[config.mk]
export PLATFORM = sky130hd
export DESIGN_NAME = pit_timer
export DESIGN_NICKNAME = d
export VERILOG_FILES = /design/src/rtl/pit_pkg.sv /design/src/rtl/pit_tick_gen.sv /design/src/rtl/pit_count_core.sv /design/src/rtl/pit_regs.sv /design/src/rtl/pit_timer.sv
export SDC_FILE = /design/constraint.sdc
export NUM_CORES = 1
export LEC_CHECK = 0
export BUFFER_PORTS_ARGS = -buffer_cell sky130_fd_sc_hd__buf_2
export CORE_ASPECT_RATIO = 2
export CORE_UTILIZATION = 45
export CTS_BUF_LIST = sky130_fd_sc_hd__clkbuf_4
export DETAILED_ROUTE_END_ITERATION = 10
export PLACE_DENSITY = 0.65
export SYNTH_ARGS = -nofsm -noshare
export SYNTH_HDL_FRONTEND = slang
export SYNTH_HIERARCHICAL = 1
export SYNTH_SLANG_ARGS = --single-unit
[constraint.sdc]
create_clock -name clk -period 4 [get_ports clk]
set_clock_uncertainty 0.15 [all_clocks]
set_input_delay 0.2 -clock clk [delete_from_list [all_inputs] [get_ports clk]]
set_output_delay 0.2 -clock clk [all_outputs]
set_load 0.05 [all_outputs]
[src/rtl/pit_pkg.sv]
// pit_pkg: shared constants for the periodic timer.
// Holds control bit positions, register offsets, clock source codes and the
// mask of control bits that survive a soft reset.
package pit_pkg;

    localparam int CR_W     = 26;   // stored control width
    localparam int B_EN     = 0;
    localparam int B_ENMOD  = 1;
    localparam int B_IE     = 2;
    localparam int B_RLD    = 3;
    localparam int PRE_LSB  = 4;
    localparam int PRE_W    = 12;
    localparam int B_SWR    = 16;
    localparam int B_IOVW   = 17;
    localparam int LP_LSB   = 18;   // debug, wait, doze, stop enables
    localparam int LP_W     = 4;
    localparam int SRC_LSB  = 24;
    localparam int SRC_W    = 2;

    // Bits of the written control word kept by a soft reset.
    localparam logic [CR_W-1:0] SOFT_KEEP =
        CR_W'((1 << B_EN) | (1 << B_ENMOD) | (((1 << LP_W) - 1) << LP_LSB));

    typedef enum logic [2:0] {
        OFF_CTRL = 3'd0,
        OFF_STAT = 3'd1,
        OFF_LOAD = 3'd2,
        OFF_CMP  = 3'd3,
        OFF_CNT  = 3'd4
    } reg_off_e;

    typedef enum logic [SRC_W-1:0] {
        SRC_NONE   = 2'd0,
        SRC_PERIPH = 2'd1,
        SRC_FAST   = 2'd2,
        SRC_SLOW   = 2'd3
    } clk_src_e;

endpackage

[src/rtl/pit_tick_gen.sv]
// pit_tick_gen: picks one tick enable by the source code and divides it by
// presc+1. Emits a one-cycle step pulse.
// Assumes tick inputs are synchronous to clk. The divider phase restarts
// whenever counting is off, or on a soft reset.
module pit_tick_gen
    import pit_pkg::*;
#(
    parameter int PW = PRE_W
) (
    input  logic             clk,
    input  logic             rst_n,
    input  logic             soft_rst,
    input  logic             enable,
    input  logic [SRC_W-1:0] src,
    input  logic [PW-1:0]    presc,
    input  logic             tick_periph,
    input  logic             tick_fast,
    input  logic             tick_slow,
    output logic             step
);

    logic          tick_sel;
    logic          run;
    logic [PW-1:0] pre_cnt;

    // Select the tick enable named by the source code.
    always_comb begin
        unique case (clk_src_e'(src))
            SRC_PERIPH: tick_sel = tick_periph;
            SRC_FAST:   tick_sel = tick_fast;
            SRC_SLOW:   tick_sel = tick_slow;
            default:    tick_sel = 1'b0;
        endcase
    end

    assign run  = enable && (src != SRC_NONE);
    assign step = run && tick_sel && (pre_cnt >= presc);

    // Count selected ticks up to the prescale limit.
    always_ff @(posedge clk) begin
        if (!rst_n || soft_rst || !run) begin
            pre_cnt <= '0;
        end else if (tick_sel) begin
            pre_cnt <= (pre_cnt >= presc) ? '0 : pre_cnt + 1'b1;
        end
    end

endmodule

[src/rtl/pit_count_core.sv]
// pit_count_core: the down counter and its compare detector.
// A load request wins over a step, and a soft reset wins over both.
// hit marks a step whose new count equals the compare value.
module pit_count_core #(
    parameter int W = 32
) (
    input  logic         clk,
    input  logic         rst_n,
    input  logic         soft_rst,
    input  logic         load_en,
    input  logic [W-1:0] load_val,
    input  logic         step,
    input  logic         reload_mode,
    input  logic [W-1:0] load_reg,
    input  logic [W-1:0] cmp_val,
    output logic [W-1:0] cnt,
    output logic         hit
);

    logic [W-1:0] cnt_nxt;

    // Value after one step: reload or wrap at zero, otherwise decrement.
    always_comb begin
        if (cnt == '0) begin
            cnt_nxt = reload_mode ? load_reg : '1;
        end else begin
            cnt_nxt = cnt - 1'b1;
        end
    end

    assign hit = step && !load_en && !soft_rst && (cnt_nxt == cmp_val);

    // Counter register with reset, preload and step.
    always_ff @(posedge clk) begin
        if (!rst_n || soft_rst) begin
            cnt <= '1;
        end else if (load_en) begin
            cnt <= load_val;
        end else if (step) begin
            cnt <= cnt_nxt;
        end
    end

endmodule

[src/rtl/pit_regs.sv]
// pit_regs: register file for the timer. Decodes bus writes, keeps control,
// flag, load and compare, raises preload and soft reset requests, muxes
// readback and forms the interrupt.
// Assumes one write per cycle, and that the read data is sampled
// combinationally.
module pit_regs
    import pit_pkg::*;
#(
    parameter int DATA_W = 32,
    parameter int ADDR_W = 3
) (
    input  logic              clk,
    input  logic              rst_n,
    input  logic              bus_we,
    input  logic [ADDR_W-1:0] bus_addr,
    input  logic [DATA_W-1:0] bus_wdata,
    output logic [DATA_W-1:0] bus_rdata,
    input  logic [DATA_W-1:0] cnt,
    input  logic              hit,
    output logic              soft_rst,
    output logic              load_en,
    output logic [DATA_W-1:0] load_val,
    output logic              run_en,
    output logic [SRC_W-1:0]  src,
    output logic [PRE_W-1:0]  presc,
    output logic              reload_mode,
    output logic [DATA_W-1:0] load_reg,
    output logic [DATA_W-1:0] cmp_val,
    output logic              flag,
    output logic              irq
);

    logic [CR_W-1:0] ctrl_q;
    logic [CR_W-1:0] wr_cr;
    logic            wr_ctrl, wr_stat, wr_load, wr_cmp;
    logic            en_rise;
    logic            lr_now;

    assign wr_ctrl = bus_we && (bus_addr == ADDR_W'(OFF_CTRL));
    assign wr_stat = bus_we && (bus_addr == ADDR_W'(OFF_STAT));
    assign wr_load = bus_we && (bus_addr == ADDR_W'(OFF_LOAD));
    assign wr_cmp  = bus_we && (bus_addr == ADDR_W'(OFF_CMP));
    assign wr_cr   = bus_wdata[CR_W-1:0];

    assign soft_rst = wr_ctrl && wr_cr[B_SWR];
    assign en_rise  = wr_ctrl && !wr_cr[B_SWR] && wr_cr[B_EN] &&
                      !ctrl_q[B_EN] && wr_cr[B_ENMOD];
    assign lr_now   = wr_load && ctrl_q[B_IOVW];

    // Preload request and its value: enable edge or immediate load write.
    always_comb begin
        load_en  = en_rise || lr_now;
        load_val = bus_wdata;
        if (en_rise) begin
            load_val = wr_cr[B_RLD] ? load_reg : '1;
        end
    end

    // Control register: store the low bits, or keep a subset on soft reset.
    always_ff @(posedge clk) begin
        if (!rst_n) begin
            ctrl_q <= '0;
        end else if (wr_ctrl) begin
            ctrl_q <= wr_cr[B_SWR] ? (wr_cr & SOFT_KEEP) : wr_cr;
        end
    end

    // Load register: all-ones after either reset.
    always_ff @(posedge clk) begin
        if (!rst_n || soft_rst) begin
            load_reg <= '1;
        end else if (wr_load) begin
            load_reg <= bus_wdata;
        end
    end

    // Compare register: zero after either reset.
    always_ff @(posedge clk) begin
        if (!rst_n || soft_rst) begin
            cmp_val <= '0;
        end else if (wr_cmp) begin
            cmp_val <= bus_wdata;
        end
    end

    // Sticky compare flag: a set wins over a same-cycle clear.
    always_ff @(posedge clk) begin
        if (!rst_n || soft_rst) begin
            flag <= 1'b0;
        end else if (hit) begin
            flag <= 1'b1;
        end else if (wr_stat && bus_wdata[0]) begin
            flag <= 1'b0;
        end
    end

    // Readback multiplexer. Unmapped offsets return zero.
    always_comb begin
        bus_rdata = '0;
        case (bus_addr)
            ADDR_W'(OFF_CTRL): bus_rdata = DATA_W'(ctrl_q);
            ADDR_W'(OFF_STAT): bus_rdata = DATA_W'(flag);
            ADDR_W'(OFF_LOAD): bus_rdata = load_reg;
            ADDR_W'(OFF_CMP):  bus_rdata = cmp_val;
            ADDR_W'(OFF_CNT):  bus_rdata = cnt;
            default:           bus_rdata = '0;
        endcase
    end

    assign run_en      = ctrl_q[B_EN];
    assign src         = ctrl_q[SRC_LSB +: SRC_W];
    assign presc       = ctrl_q[PRE_LSB +: PRE_W];
    assign reload_mode = ctrl_q[B_RLD];
    assign irq         = flag && ctrl_q[B_IE] && ctrl_q[B_EN];

endmodule

[src/rtl/pit_timer.sv]
// pit_timer: top of the periodic down-counter timer. Joins the register file,
// the tick selector and divider, and the counter core.
// Assumes DATA_W is 32 so the control layout fits, and ADDR_W >= 3.
module pit_timer
    import pit_pkg::*;
#(
    parameter int DATA_W = 32,
    parameter int ADDR_W = 3
) (
    input  logic              clk,
    input  logic              rst_n,
    input  logic              bus_we,
    input  logic [ADDR_W-1:0] bus_addr,
    input  logic [DATA_W-1:0] bus_wdata,
    output logic [DATA_W-1:0] bus_rdata,
    input  logic              tick_periph,
    input  logic              tick_fast,
    input  logic              tick_slow,
    output logic              irq
);

    logic              soft_rst;
    logic              load_en;
    logic [DATA_W-1:0] load_val;
    logic              run_en;
    logic [SRC_W-1:0]  clk_src;
    logic [PRE_W-1:0]  presc;
    logic              reload_mode;
    logic [DATA_W-1:0] lr_q;
    logic [DATA_W-1:0] cmp_q;
    logic [DATA_W-1:0] cnt_q;
    logic              flag_q;
    logic              hit;
    logic              step;

    pit_regs #(.DATA_W(DATA_W), .ADDR_W(ADDR_W)) regs_i (
        .clk         (clk),
        .rst_n       (rst_n),
        .bus_we      (bus_we),
        .bus_addr    (bus_addr),
        .bus_wdata   (bus_wdata),
        .bus_rdata   (bus_rdata),
        .cnt         (cnt_q),
        .hit         (hit),
        .soft_rst    (soft_rst),
        .load_en     (load_en),
        .load_val    (load_val),
        .run_en      (run_en),
        .src         (clk_src),
        .presc       (presc),
        .reload_mode (reload_mode),
        .load_reg    (lr_q),
        .cmp_val     (cmp_q),
        .flag        (flag_q),
        .irq         (irq)
    );

    pit_tick_gen #(.PW(PRE_W)) tick_i (
        .clk         (clk),
        .rst_n       (rst_n),
        .soft_rst    (soft_rst),
        .enable      (run_en),
        .src         (clk_src),
        .presc       (presc),
        .tick_periph (tick_periph),
        .tick_fast   (tick_fast),
        .tick_slow   (tick_slow),
        .step        (step)
    );

    pit_count_core #(.W(DATA_W)) core_i (
        .clk         (clk),
        .rst_n       (rst_n),
        .soft_rst    (soft_rst),
        .load_en     (load_en),
        .load_val    (load_val),
        .step        (step),
        .reload_mode (reload_mode),
        .load_reg    (lr_q),
        .cmp_val     (cmp_q),
        .cnt         (cnt_q),
        .hit         (hit)
    );

endmodule

# After elaboration in Yosys (flattened, before gate mapping)
# Index checks and enable logic that the tools add are counted.
# word_totals
memories	0
rom_bits	0
latch_bits	0
elab_cells	62
ff_bits	135
input_bits	41
mem_bits_rw	0
output_inout_bits	33
# classes
n_lt_le_gt_ge	1
bitwise	0
n_eq_ne	8
n_mux	12
mul	0
n_shift	0
n_reduce_logical	33
n_div	0
addsub	2
# op_table
operator	n
32-bit two-way mux	6
32-bit case mux with 5 select lines	1
32-bit equality test	1
32-bit logical NOT	1
32-bit by 1-bit subtractor with 32-bit output, second input constant	1
26-bit two-way mux	1
1-bit logical AND	19
12-bit by 1-bit adder with 12-bit output, second input constant	1
12-bit >= comparator	1
12-bit two-way mux	1
3-bit by 2-bit equality test with 1-bit output, second input constant	2
1-bit logical NOT	6
2-bit nonzero test	3
2-bit equality test, second input constant	2
3-bit by 1-bit equality test with 1-bit output, second input constant	1
3-bit equality test, second input constant	1
3-bit logical NOT	1
1-bit logical OR	3
1-bit case mux with 3 select lines	1
2-bit by 1-bit equality test with 1-bit output, second input constant	1
1-bit two-way mux	2

# Depth between registers and ports, before layout
# Gate-level depths: netlist of the first run.
# depth
ltp_word	12
mapped_depth	16
mapped_depth_nobuf	14

# Modules after synthesis
# Netlist of the first run, hierarchy kept.
# by_module_without_submodules
module	cells_each	area_each_um2	seq_area_each_um2	n_inst
pit_regs	629	4818.4	1801.7	1
pit_count_core	504	3562.2	640.6	1
pit_tick_gen	114	937.1	240.2	1

# Least setup slack after synthesis of the first run
# No wires, ideal clock.
# synth_timing
kind	reg2reg
startpoint	register regs_i.ctrl_q[15]
endpoint	register regs_i.flag
setup_ns	0.059
path_slack_ns	0.049
synth_period_minus_slack_ns	3.951
required_time_ns	3.791
n_path_buf	2
arrival_time_ns	3.742
stages_incl_launch_ff	16
cell_sequence	dfxtp_1 buf_4 inv_1 ha_1 nand4_1 or4_1 clkbuf_1 a211oi_1 nor3b_1 nand4_1 nor4_1 o22ai_1 or3_2 nor4_2 or4bb_1 o221a_2
# synth_via
elab_chain_len	6
word_cells_on_any_way	7
cone_classes	order compare (1); mux (1); reduce/logical (5)
# synth_lines
element	line	rtl
from (decl)	pit_regs.sv:33	logic [CR_W-1:0] ctrl_q;
from (signal assigned)	pit_regs.sv:64	ctrl_q <= wr_cr[B_SWR] ? (wr_cr & SOFT_KEEP) : wr_cr;
12-bit >= comparator (*)	pit_tick_gen.sv:37	assign step = run && tick_sel && (pre_cnt >= presc);
1-bit logical AND (*)	pit_tick_gen.sv:37	
named net step	pit_timer.sv:34	logic step;
1-bit logical AND (*) (3 in series)	pit_count_core.sv:31	assign hit = step && !load_en && !soft_rst && (cnt_nxt == cmp_val);
named net hit	pit_timer.sv:33	logic hit;
1-bit two-way mux or 2-bit nonzero test (tied branches)	-	
to (signal assigned)	pit_regs.sv:89	flag <= 1'b0;
to (signal assigned)	pit_regs.sv:91	flag <= 1'b1;
to (signal assigned)	pit_regs.sv:93	flag <= 1'b0;
to (decl)	pit_regs.sv:29	output logic flag,
# The timed path passes the listed nets; every way through them passes the cells marked *.
# A chain may end at the register's enable or synchronous reset.

# Final worst setup path of the first run
# layout_timing
startpoint	register core_i.cnt[1]
endpoint	register regs_i.flag
# layout_via
elab_chain_len	5
word_cells_on_any_way	7
cone_classes	add/sub (1); eq/ne (1); mux (2); reduce/logical (3)
# layout_lines
element	line	rtl
from (decl)	pit_count_core.sv:16	output logic [W-1:0] cnt,
from (signal assigned)	pit_count_core.sv:38	cnt <= load_val;
from (signal assigned)	pit_count_core.sv:40	cnt <= cnt_nxt;
32-bit by 1-bit subtractor with 32-bit output or 32-bit logical NOT (tied branches)	pit_count_core.sv:27, pit_count_core.sv:24	
32-bit two-way mux (*)	pit_count_core.sv:24	if (cnt == '0) begin
32-bit equality test (*)	pit_count_core.sv:31	
1-bit logical AND (*)	pit_count_core.sv:31	
named net hit	pit_timer.sv:33	
1-bit two-way mux or 2-bit nonzero test (tied branches)	-	
# Marks and branches as above.

==> results of run 1 <==
## routing by layer
metal  global-route usage  routed length, um
met5                    0                  0
met1                0.354              12700
met4                0.337               3550
met2                0.675              20100
met3               0.0532               2180
## logic make-up after synthesis
logic type / share of synthesized area
XOR/XNOR: 0.0451
multiplexers: 0.0980
buffers and inverters: 0.0776
AO/OA/AOI/OAI: 0.179
flip-flops: 0.288
AND/OR/NAND/NOR: 0.292
adder cells (fa/ha/maj): 0.0201
## synth_stat cells (7+ instances only)
cell      number
nand2_1      285
dfxtp_1      134
a21oi_1       85
clkbuf_1      65
nand3_1       65
mux2i_1       53
nor2_1        47
o21ai_0       46
inv_1         43
o211ai_1      31
nand2b_1      30
mux2_1        26
xnor2_1       25
xor2_1        23
nand4_1       18
nor3_1        17
nor4_1        17
buf_4         16
o22ai_1       16
ha_1          15
or3_1         13
a211oi_1      10
buf_6         10
a221oi_1       9
a21boi_0       8
mux2_2         8
buf_2          7
## cell type report
cell class	instances	area [um^2]
antenna	1	2.50
clock buffer	17	128
clock inverter	15	185
fill	2056	9450
inverter	44	165
multi-input combinational	964	6010
sequential	134	2680
tap	266	333
timing repair buffer	195	1410
## critical path, cell delays in order (launching register included)
cell	delay (ns)
dfxtp_1	0.33
inv_1	0.09
ha_1	0.16
or4b_2	0.67
nor4_2	0.23
nand4_1	0.21
buf_4	0.21
buf_4	0.18
o22ai_1	0.18
nor2_1	0.11
nor4_1	0.44
nand4_1	0.22
nor4_4	0.29
or4bb_1	0.16
o221a_2	0.17
## how the worst max path moves through the flow
stage                     cells after the start                           start                        to
after floorplan                              15  regs_i/ctrl_q[15]$_SDFFE_PN0N_  regs_i/flag$_SDFFE_PP0P_
after global placement                       13      core_i/cnt[1]$_SDFFE_PP1P_  regs_i/flag$_SDFFE_PP0P_
after detailed placement                     13      core_i/cnt[1]$_SDFFE_PP1P_  regs_i/flag$_SDFFE_PP0P_
after CTS                                    13      core_i/cnt[1]$_SDFFE_PP1P_  regs_i/flag$_SDFFE_PP0P_
after global routing                         14  regs_i/ctrl_q[12]$_SDFFE_PN0N_  regs_i/flag$_SDFFE_PP0P_
final                                        14      core_i/cnt[1]$_SDFFE_PP1P_  regs_i/flag$_SDFFE_PP0P_
## what timing repair did
item	in CTS	in global routing
hold endpoints to repair	122	0
resized for setup	0	7
hold buffers	38	0
setup endpoints to repair	0	1
## power groups by stage
stage	combinational [mW]	clock [mW]	sequential (mW)
after floorplan	0.284	0	1.41
after global placement	0.428	0	1.43
after detailed placement	0.431	0	1.43
after CTS	0.461	1.07	1.40
after global routing	0.493	1.11	1.40
final	0.470	1.05	1.40
==> results.cfg, run 1 <==
[clock_tree]
clkSinkCount = 134
clk_path_buf_depth = 2
post_cts_buffers = 0
cts_tree = done
htreeDepth = 4
cts_buffers = 17
clockRootBuffer = clkbuf_4
clkLatencyLatePin_ns = 0.67
cts.reportedPaths.clkPinSlew_ns = 0.13

[drt]
routed_wl_um = 38600
vias = 10000
wl_per_cell_um = 23.6
vias_per_cell = 6.13
drtPass1Iterations = 5
ant_nets = 0
drt_iter0_markers = 955
drc = 0

[worst_hold_path]
hp-class = in -> reg
holdPathEnd = tick_i/pre_cnt[0]$_SDFFE_PP0N_
hp-start = tick_slow
min_path_cells = 5

[timing]
hold_ws_ns = 0.0720
fmax_ghz = 0.261
worstMarginPinSlew_ns = 1.18
finalCritPeriodShare = 0.959
timing.final.ws_setup_ns = 0.163
setup_violations = 0
rsz0062_at_grt = no
relSlewSlack = 0.209
drv_slew = 0
hold_viol = 0
setup-tns-final_ns = 0
fin_crit_ns = 3.84

[place]
place_area_um2 = 10200
place_inst = 1565
place_congestion = 1.04
pre_cts_slack_ns = 0.100
port_buffers = 73
hpwl_um = 27800

[layout]
layout-drive-gt1-share = 0.167
mostFrequentLayoutCell = nand2_1
nNetsFinal = 1412
final_cells = 1636
most-common-layout-cells = 284 x nand2_1, 134 x dfxtp_1, 85 x a21oi_1, 81 x buf_4, 73 x buf_2
syn_to_final_growth_pct = 17.2
fin_area_um2 = 10900
post-route-util = 0.536

[global_route]
grt.total_usage = 0.368
antenna_found_initial = 1
grt_pass1_vias = 9851
grt_pass1_wl_um = 57700
grt_max_degree = 59
grt-ovfl-total = 0

[power_and_ir_drop]
intPower_mw = 2.00
clkPwrFrac = 0.360
irDropWorstVdd_mv = 0.198
p_switching_uw = 914
switching_share = 0.314
power.share.sequential = 0.479
comb_power_share = 0.161
p_total_mw = 2.91
p_per_area_nw_per_um2 = 267
p_leak_nw = 4.26

[floorplan]
initial_core_util = 0.457
die-area_um2 = 21300
fp-row-count = 74
core_um2 = 20400
die_y_um = 206
io_pins = 74
die_w_um = 104

[yosys]
synthCells = 1247
synth_top_area_share = 0.288
synth_seq_cells = 134
synth_nets = 1303
yosys.area.top_type = dfxtp_1
yosys_warnings = 6
synth_edf_count = 0
synth_area_um2 = 9320
yosys.cell_types.count = 87
synth_flop_cell = dfxtp_1
synth.avg_cell_area_um2 = 7.47
ys_seq_area_frac = 0.288
synth_area_leaders = dfxtp_1 29%, nand2_1 11%, mux2i_1 5.7%
async_flop_share = 0

[critical_path]
reg2regPathDepth = 14
worstPathArrival_ns = 4.30
crit_fanout = 7
worstSetupPathType = reg -> reg
cp_data_required_time_ns = 4.46
critPathCaptureType = flop
r2r-end = regs_i/flag$_SDFFE_PP0P_
rr_startpoint = core_i/cnt[1]$_SDFFE_PP1P_
rrSetupSlack_ns = 0.16
start_kind = flop

[job]
cap_violations = 0

[outcome]
status = complete, no violations
Power figures use the tool's default switching activity.
==> run 2: changes to the inputs <==
--- a/config.mk
+++ b/config.mk
@@ -5,11 +5,13 @@
 export SDC_FILE = /design/constraint.sdc
 export NUM_CORES = 1
 export LEC_CHECK = 0
+export ABC_AREA = 1
 export BUFFER_PORTS_ARGS = -buffer_cell sky130_fd_sc_hd__buf_2
 export CORE_ASPECT_RATIO = 2
 export CORE_UTILIZATION = 45
 export CTS_BUF_LIST = sky130_fd_sc_hd__clkbuf_4
 export DETAILED_ROUTE_END_ITERATION = 10
+export GPL_ROUTABILITY_DRIVEN = 0
 export PLACE_DENSITY = 0.65
 export SYNTH_ARGS = -nofsm -noshare
 export SYNTH_HDL_FRONTEND = slang
==> run 2 against run 1 <==
- non-clock buffer count down 65
- hold slack better by 0.012 ns
- critical path depth up 11
- wire length down 4.9%
- worst setup slack better by 0.53 ns
- fmax up 16%
==> results.cfg, run 2 <==
[yosys]
synth_top_area_share = 0.285
ys_top_cells_by_count = 612 x nand2_1, 135 x inv_1, 134 x dfxtp_1, 133 x nand3_1, 129 x nor2_1
yosys_warnings = 6
synth_flop_cell = dfxtp_1
yosys.cell_types.count = 40
synth_seq_cells = 134
synth_nets = 1620
synth.most_common_cell = nand2_1
synth_edf_count = 0
ys_seq_area_frac = 0.285
yosys.area.top_type = dfxtp_1
synthCells = 1564
synth.avg_cell_area_um2 = 6.01
async_flop_share = 0
synth_area_um2 = 9400
synth_area_leaders = dfxtp_1 29%, nand2_1 24%, nand3_1 7.1%

[timing]
timing.final.ws_setup_ns = 0.692
rsz0062_at_grt = no
hold_viol = 0
setup-tns-final_ns = 0
relSlewSlack = 0.386
setup_violations = 0
worstMarginPinSlew_ns = 0.920
fin_crit_ns = 3.31
fmax_ghz = 0.302
drv_slew = 0
finalCritPeriodShare = 0.827
hold_ws_ns = 0.0842

[clock_tree]
clockRootBuffer = clkbuf_4
cts.reportedPaths.clkPinSlew_ns = 0.13
cts_buffers = 17
cts_resized = 0
htreeDepth = 4
clkLatencyLatePin_ns = 0.65
hold_buffers = 37
cts_tree = done
clkSinkCount = 134
post_cts_buffers = 0
clk_path_buf_depth = 2

[floorplan]
core_um2 = 20500
fp-row-count = 74
die-area_um2 = 21500
initial_core_util = 0.459
io_pins = 74
die_w_um = 104
die_y_um = 206

[worst_hold_path]
hp-class = in -> reg

[drt]
vias_per_cell = 5.66
ant_nets = 0
drtPass1Iterations = 5
drc = 0
wl_per_cell_um = 19.2
routed_wl_um = 36700
drt_iter0_markers = 722
vias = 10800

[layout]
nNetsFinal = 1682
most-common-layout-cells = 611 x nand2_1, 135 x inv_1, 134 x dfxtp_1, 133 x nand3_1, 125 x nor2_1
mostFrequentLayoutCell = nand2_1
fin_area_um2 = 10400
post-route-util = 0.510
layout-drive-gt1-share = 0.131
syn_to_final_growth_pct = 11.1
final_cells = 1906

[power_and_ir_drop]
p_leak_nw = 4.99
clkPwrFrac = 0.326
switching_share = 0.346
p_total_mw = 2.76
irDropWorstVdd_mv = 0.197
p_switching_uw = 954
comb_power_share = 0.168
intPower_mw = 1.80
power.share.sequential = 0.506
p_per_area_nw_per_um2 = 264

[place]
place_area_um2 = 9810
pre_cts_slack_ns = 0.772
port_buffers = 73
hpwl_um = 25400
place_inst = 1836

[global_route]
antenna_found_initial = 1
grt_pass1_wl_um = 55800
grt_max_degree = 52
grt.total_usage = 0.349
grt-ovfl-total = 0
grt_pass1_vias = 10300

[critical_path]
cp_data_required_time_ns = 4.43
crit_fanout = 28
worstSetupPathType = reg -> reg
worstPathArrival_ns = 3.74
critPathCaptureType = flop
start_kind = flop

[job]
cap_violations = 0

[outcome]
status = complete, no violations
[run 2: cells by family after synthesis]
family                     synth area share
buffers and inverters                 0.108
AOI/OAI and AO/OA                    0.0760
adders and majority gates            0.0200
xor gates and xnor gates             0.0158
DFF                                   0.285
and+or+nand+nor                       0.495
[run 2: power by group through the flow]
stage                     Combinational [mW]  Sequential, mW  Clock [mW]
after CTS                              0.457            1.39       0.919
after global placement                 0.425            1.42           0
after floorplan                        0.289            1.41           0
final                                  0.464            1.40       0.899
after global routing                   0.494            1.40       0.962
after detailed placement               0.427            1.42           0
[run 2: final timing paths]
kind,from,end,slack (ns),cells after the start
worst max register to register,regs_i/ctrl_q[15]$_SDFFE_PN0N_,regs_i/flag$_SDFFE_PP0P_,0.69,25
worst min-delay path,tick_fast,tick_i/pre_cnt[1]$_SDFFE_PP0N_,0.08,6
worst max-delay path,regs_i/ctrl_q[15]$_SDFFE_PN0N_,regs_i/flag$_SDFFE_PP0P_,0.69,25
worst min register to register,regs_i/ctrl_q[21]$_SDFFE_PN0N_,regs_i/ctrl_q[21]$_SDFFE_PN0N_,0.32,2
[run 2: cell type report]
cell class                 instances  area (um^2)
fill                            2211        10000
multi-input combinational       1196         5730
sequential                       134         2680
timing repair buffer             130          886
inverter                         147          554
tap                              266          333
clock inverter                    15          130
clock buffer                      17          128
antenna                            1         2.50
[run 2: critical path, stage by stage (launching register included)]
cell and delay, ns:
dfxtp_1 0.38, inv_1 0.06, ha_1 0.29, nand2_1 0.08
nor2_2 0.13, nand2_1 0.08, nor2_1 0.09, nand2_1 0.06
nand2_1 0.07, nand2_2 0.07, nor2_1 0.22, inv_1 0.07
nor2_1 0.10, buf_4 0.19, inv_2 0.27, nor2_1 0.18
nand2_1 0.06, nor2_1 0.09, nand2_1 0.05, nor2_1 0.09
nand2_1 0.06, nor2_1 0.08, nand2_1 0.05, nor2_1 0.10
inv_1 0.05, a21oi_1 0.12
[run 2: routing by layer]
| layer | routed length (um) | GRT usage | vias up |
|---|---|---|---|
| li1 | - | - | 5134 |
| met1 | 12300 | 0.325 | 4942 |
| met2 | 18900 | 0.643 | 522 |
| met3 | 2290 | 0.0587 | 189 |
| met4 | 3220 | 0.325 | 0 |
| met5 | 0 | 0 | - |
==> run 3: changes to the inputs <==
==> constraint.sdc (replaced) <==
create_clock -name clk -period 2.8 [get_ports clk]
set_clock_uncertainty 0.15 [all_clocks]
set_input_delay 0.14 -clock clk [delete_from_list [all_inputs] [get_ports clk]]
set_output_delay 0.14 -clock clk [all_outputs]
set_load 0.05 [all_outputs]
==> run 3 against run 2 <==
- worst setup slack worse by 0.64 ns
- non-clock buffer count is 90 higher
- count of clock-buffer cells in the layout increased by 3
- combinational power rose by 48%
- sequential cell count unchanged
- sequential power grew 42%
- critical path depth fell by 16
- core utilization up 4.0 points
- hold slack better by 0.0053 ns
==> results.cfg, run 3 (same netlist as run 2, synthesis figures left out) <==
[outcome]
status = complete, no violations

[clock_tree]
cts_buffers = 17
clkLatencyLatePin_ns = 0.65
clkSinkCount = 134
htreeDepth = 4
clockRootBuffer = clkbuf_4
clk_path_buf_depth = 2
cts_tree = done
cts.reportedPaths.clkPinSlew_ns = 0.10

[floorplan]
fp-row-count = 74
io_pins = 74
die_y_um = 206
die-area_um2 = 21500
core_um2 = 20500
initial_core_util = 0.459
die_w_um = 104

[timing]
setup_violations = 0
rsz0062_at_grt = yes
fin_crit_ns = 2.75
relSlewSlack = 0.425
fmax_ghz = 0.364
hold_viol = 0
drv_slew = 0
setup-tns-final_ns = 0
finalCritPeriodShare = 0.981
worstMarginPinSlew_ns = 0.861

[power_and_ir_drop]
p_total_mw = 3.91
power.share.sequential = 0.509
p_leak_nw = 5.43
clkPwrFrac = 0.314
irDropWorstVdd_mv = 0.293
comb_power_share = 0.176
intPower_mw = 2.60
p_switching_mw = 1.31
switching_share = 0.335
p_per_area_nw_per_um2 = 347

[drt]
ant_nets = 0
drtPass1Iterations = 6
routed_wl_um = 37900
drc = 0
vias = 11100
vias_per_cell = 5.57
drt_iter0_markers = 798
wl_per_cell_um = 19.0

[place]
port_buffers = 73
hpwl_um = 27000

[critical_path]
crit_fanout = 23
worstPathArrival_ns = 2.46
cp_data_required_time_ns = 2.51
critPathCaptureType = output port
start_kind = input pin
worstSetupPathType = in -> out
reg2regPathDepth = 15
rrSetupSlack_ns = 0.08

[global_route]
grt_pass1_vias = 11000
grt.total_usage = 0.364
grt_pass1_wl_um = 58500
grt-ovfl-total = 0
antenna_found_initial = 2
grt_max_degree = 52

[layout]
num-fill-cells = 2153
nNetsFinal = 1772
layout-drive-gt1-share = 0.189
post-route-util = 0.550
most-common-layout-cells = 607 x nand2_1, 132 x nand3_1, 129 x inv_1, 127 x dfxtp_1, 121 x nor2_1
syn_to_final_growth_pct = 19.8
mostFrequentLayoutCell = nand2_1

[job]
cap_violations = 0

[worst_hold_path]
hp-class = in -> reg
min_path_cells = 6
==> run 3: changes by cell type in the layout (fill, tap and decap cells not counted), sizes merged <==
cell | previous run | this run
clkinv | 10 | 8
clkbuf | 17 | 20
inv | 148 | 145
buf | 93 | 183
clkinvlp | 3 | 4
diode | 1 | 2
==> run 3: through the flow <==
| stage | cells | hold WS (ns) | cell area [um^2] | worst slack [ns] |
|---|---|---|---|---|
| 6_report | 1996 | 0.0895 | 11300 | 0.0529 |
| 5_1_grt | 1995 | 0.115 | 11300 | -0.162 |
| 4_1_cts | 1991 | 0.0623 | 11100 | 0.0269 |
| 3_5_place_dp | 1923 | 0.273 | 10500 | -0.0229 |
| 3_3_place_gp | 1923 | 0.266 | 10500 | 0.00100 |
| 2_1_floorplan | 1564 | 0.131 | 9400 | 0.0968 |
==> run 3: power by group through the flow <==
stage          Sequential, mW  Clock [mW]  Combinational (mW)
3_5_place_dp             2.03           0               0.628
2_1_floorplan            2.02           0               0.414
5_1_grt                  2.00        1.33               0.735
3_3_place_gp             2.03           0               0.623
4_1_cts                  1.99        1.26               0.671
6_report                 1.99        1.23               0.689
==> run 3: cell type report <==
type	instances	area [um^2]	area share
clock buffers	20	150	0.0133
flip-flops and latches	134	2690	0.239
well taps	266	333	0.0296
inverters	147	554	0.0492
diodes	2	5.00	0.000445
multi-input cells	1196	5830	0.518
clock inverters	11	86.3	0.00767
repair buffers	220	1610	0.143
==> run 3: repair_timing <==
item,CTS,global route
setup buffers,0,3
hold buffers,37,0
hold endpoints to repair,134,0
setup endpoints to repair,1,1
pin swaps,0,18
gates cloned,0,0
gates resized for setup,4,27
==> run 3: per-layer routing <==
layer,up-vias,part of all wire,wire [um],GRT usage
met5,-,0,0,0
met4,0,0.096,3640,0.332
met3,215,0.066,2490,0.0719
met2,533,0.52,19600,0.683
met1,5066,0.32,12200,0.325
li1,5310,-,-,-
==> run 3: worst max-delay path, stage by stage <==
cell           delay [ns]
dlygate4sd3_1        0.53
buf_2                0.17
nor2_2               0.17
nand2_2              0.24
inv_2                0.31
buf_4                0.36
nand2_1              0.09
nand4_1              0.14
buf_2                0.28
==> run 3: final timing paths <==
check	start	end
hold reg to reg	regs_i/ctrl_q[20]$_SDFFE_PN0N_	regs_i/ctrl_q[20]$_SDFFE_PN0N_
hold / removal	tick_fast	tick_i/pre_cnt[0]$_SDFFE_PP0N_
setup reg to reg	core_i/cnt[15]$_SDFFE_PP1P_	regs_i/flag$_SDFFE_PP0P_
setup / recovery	bus_addr[2]	bus_rdata[10]
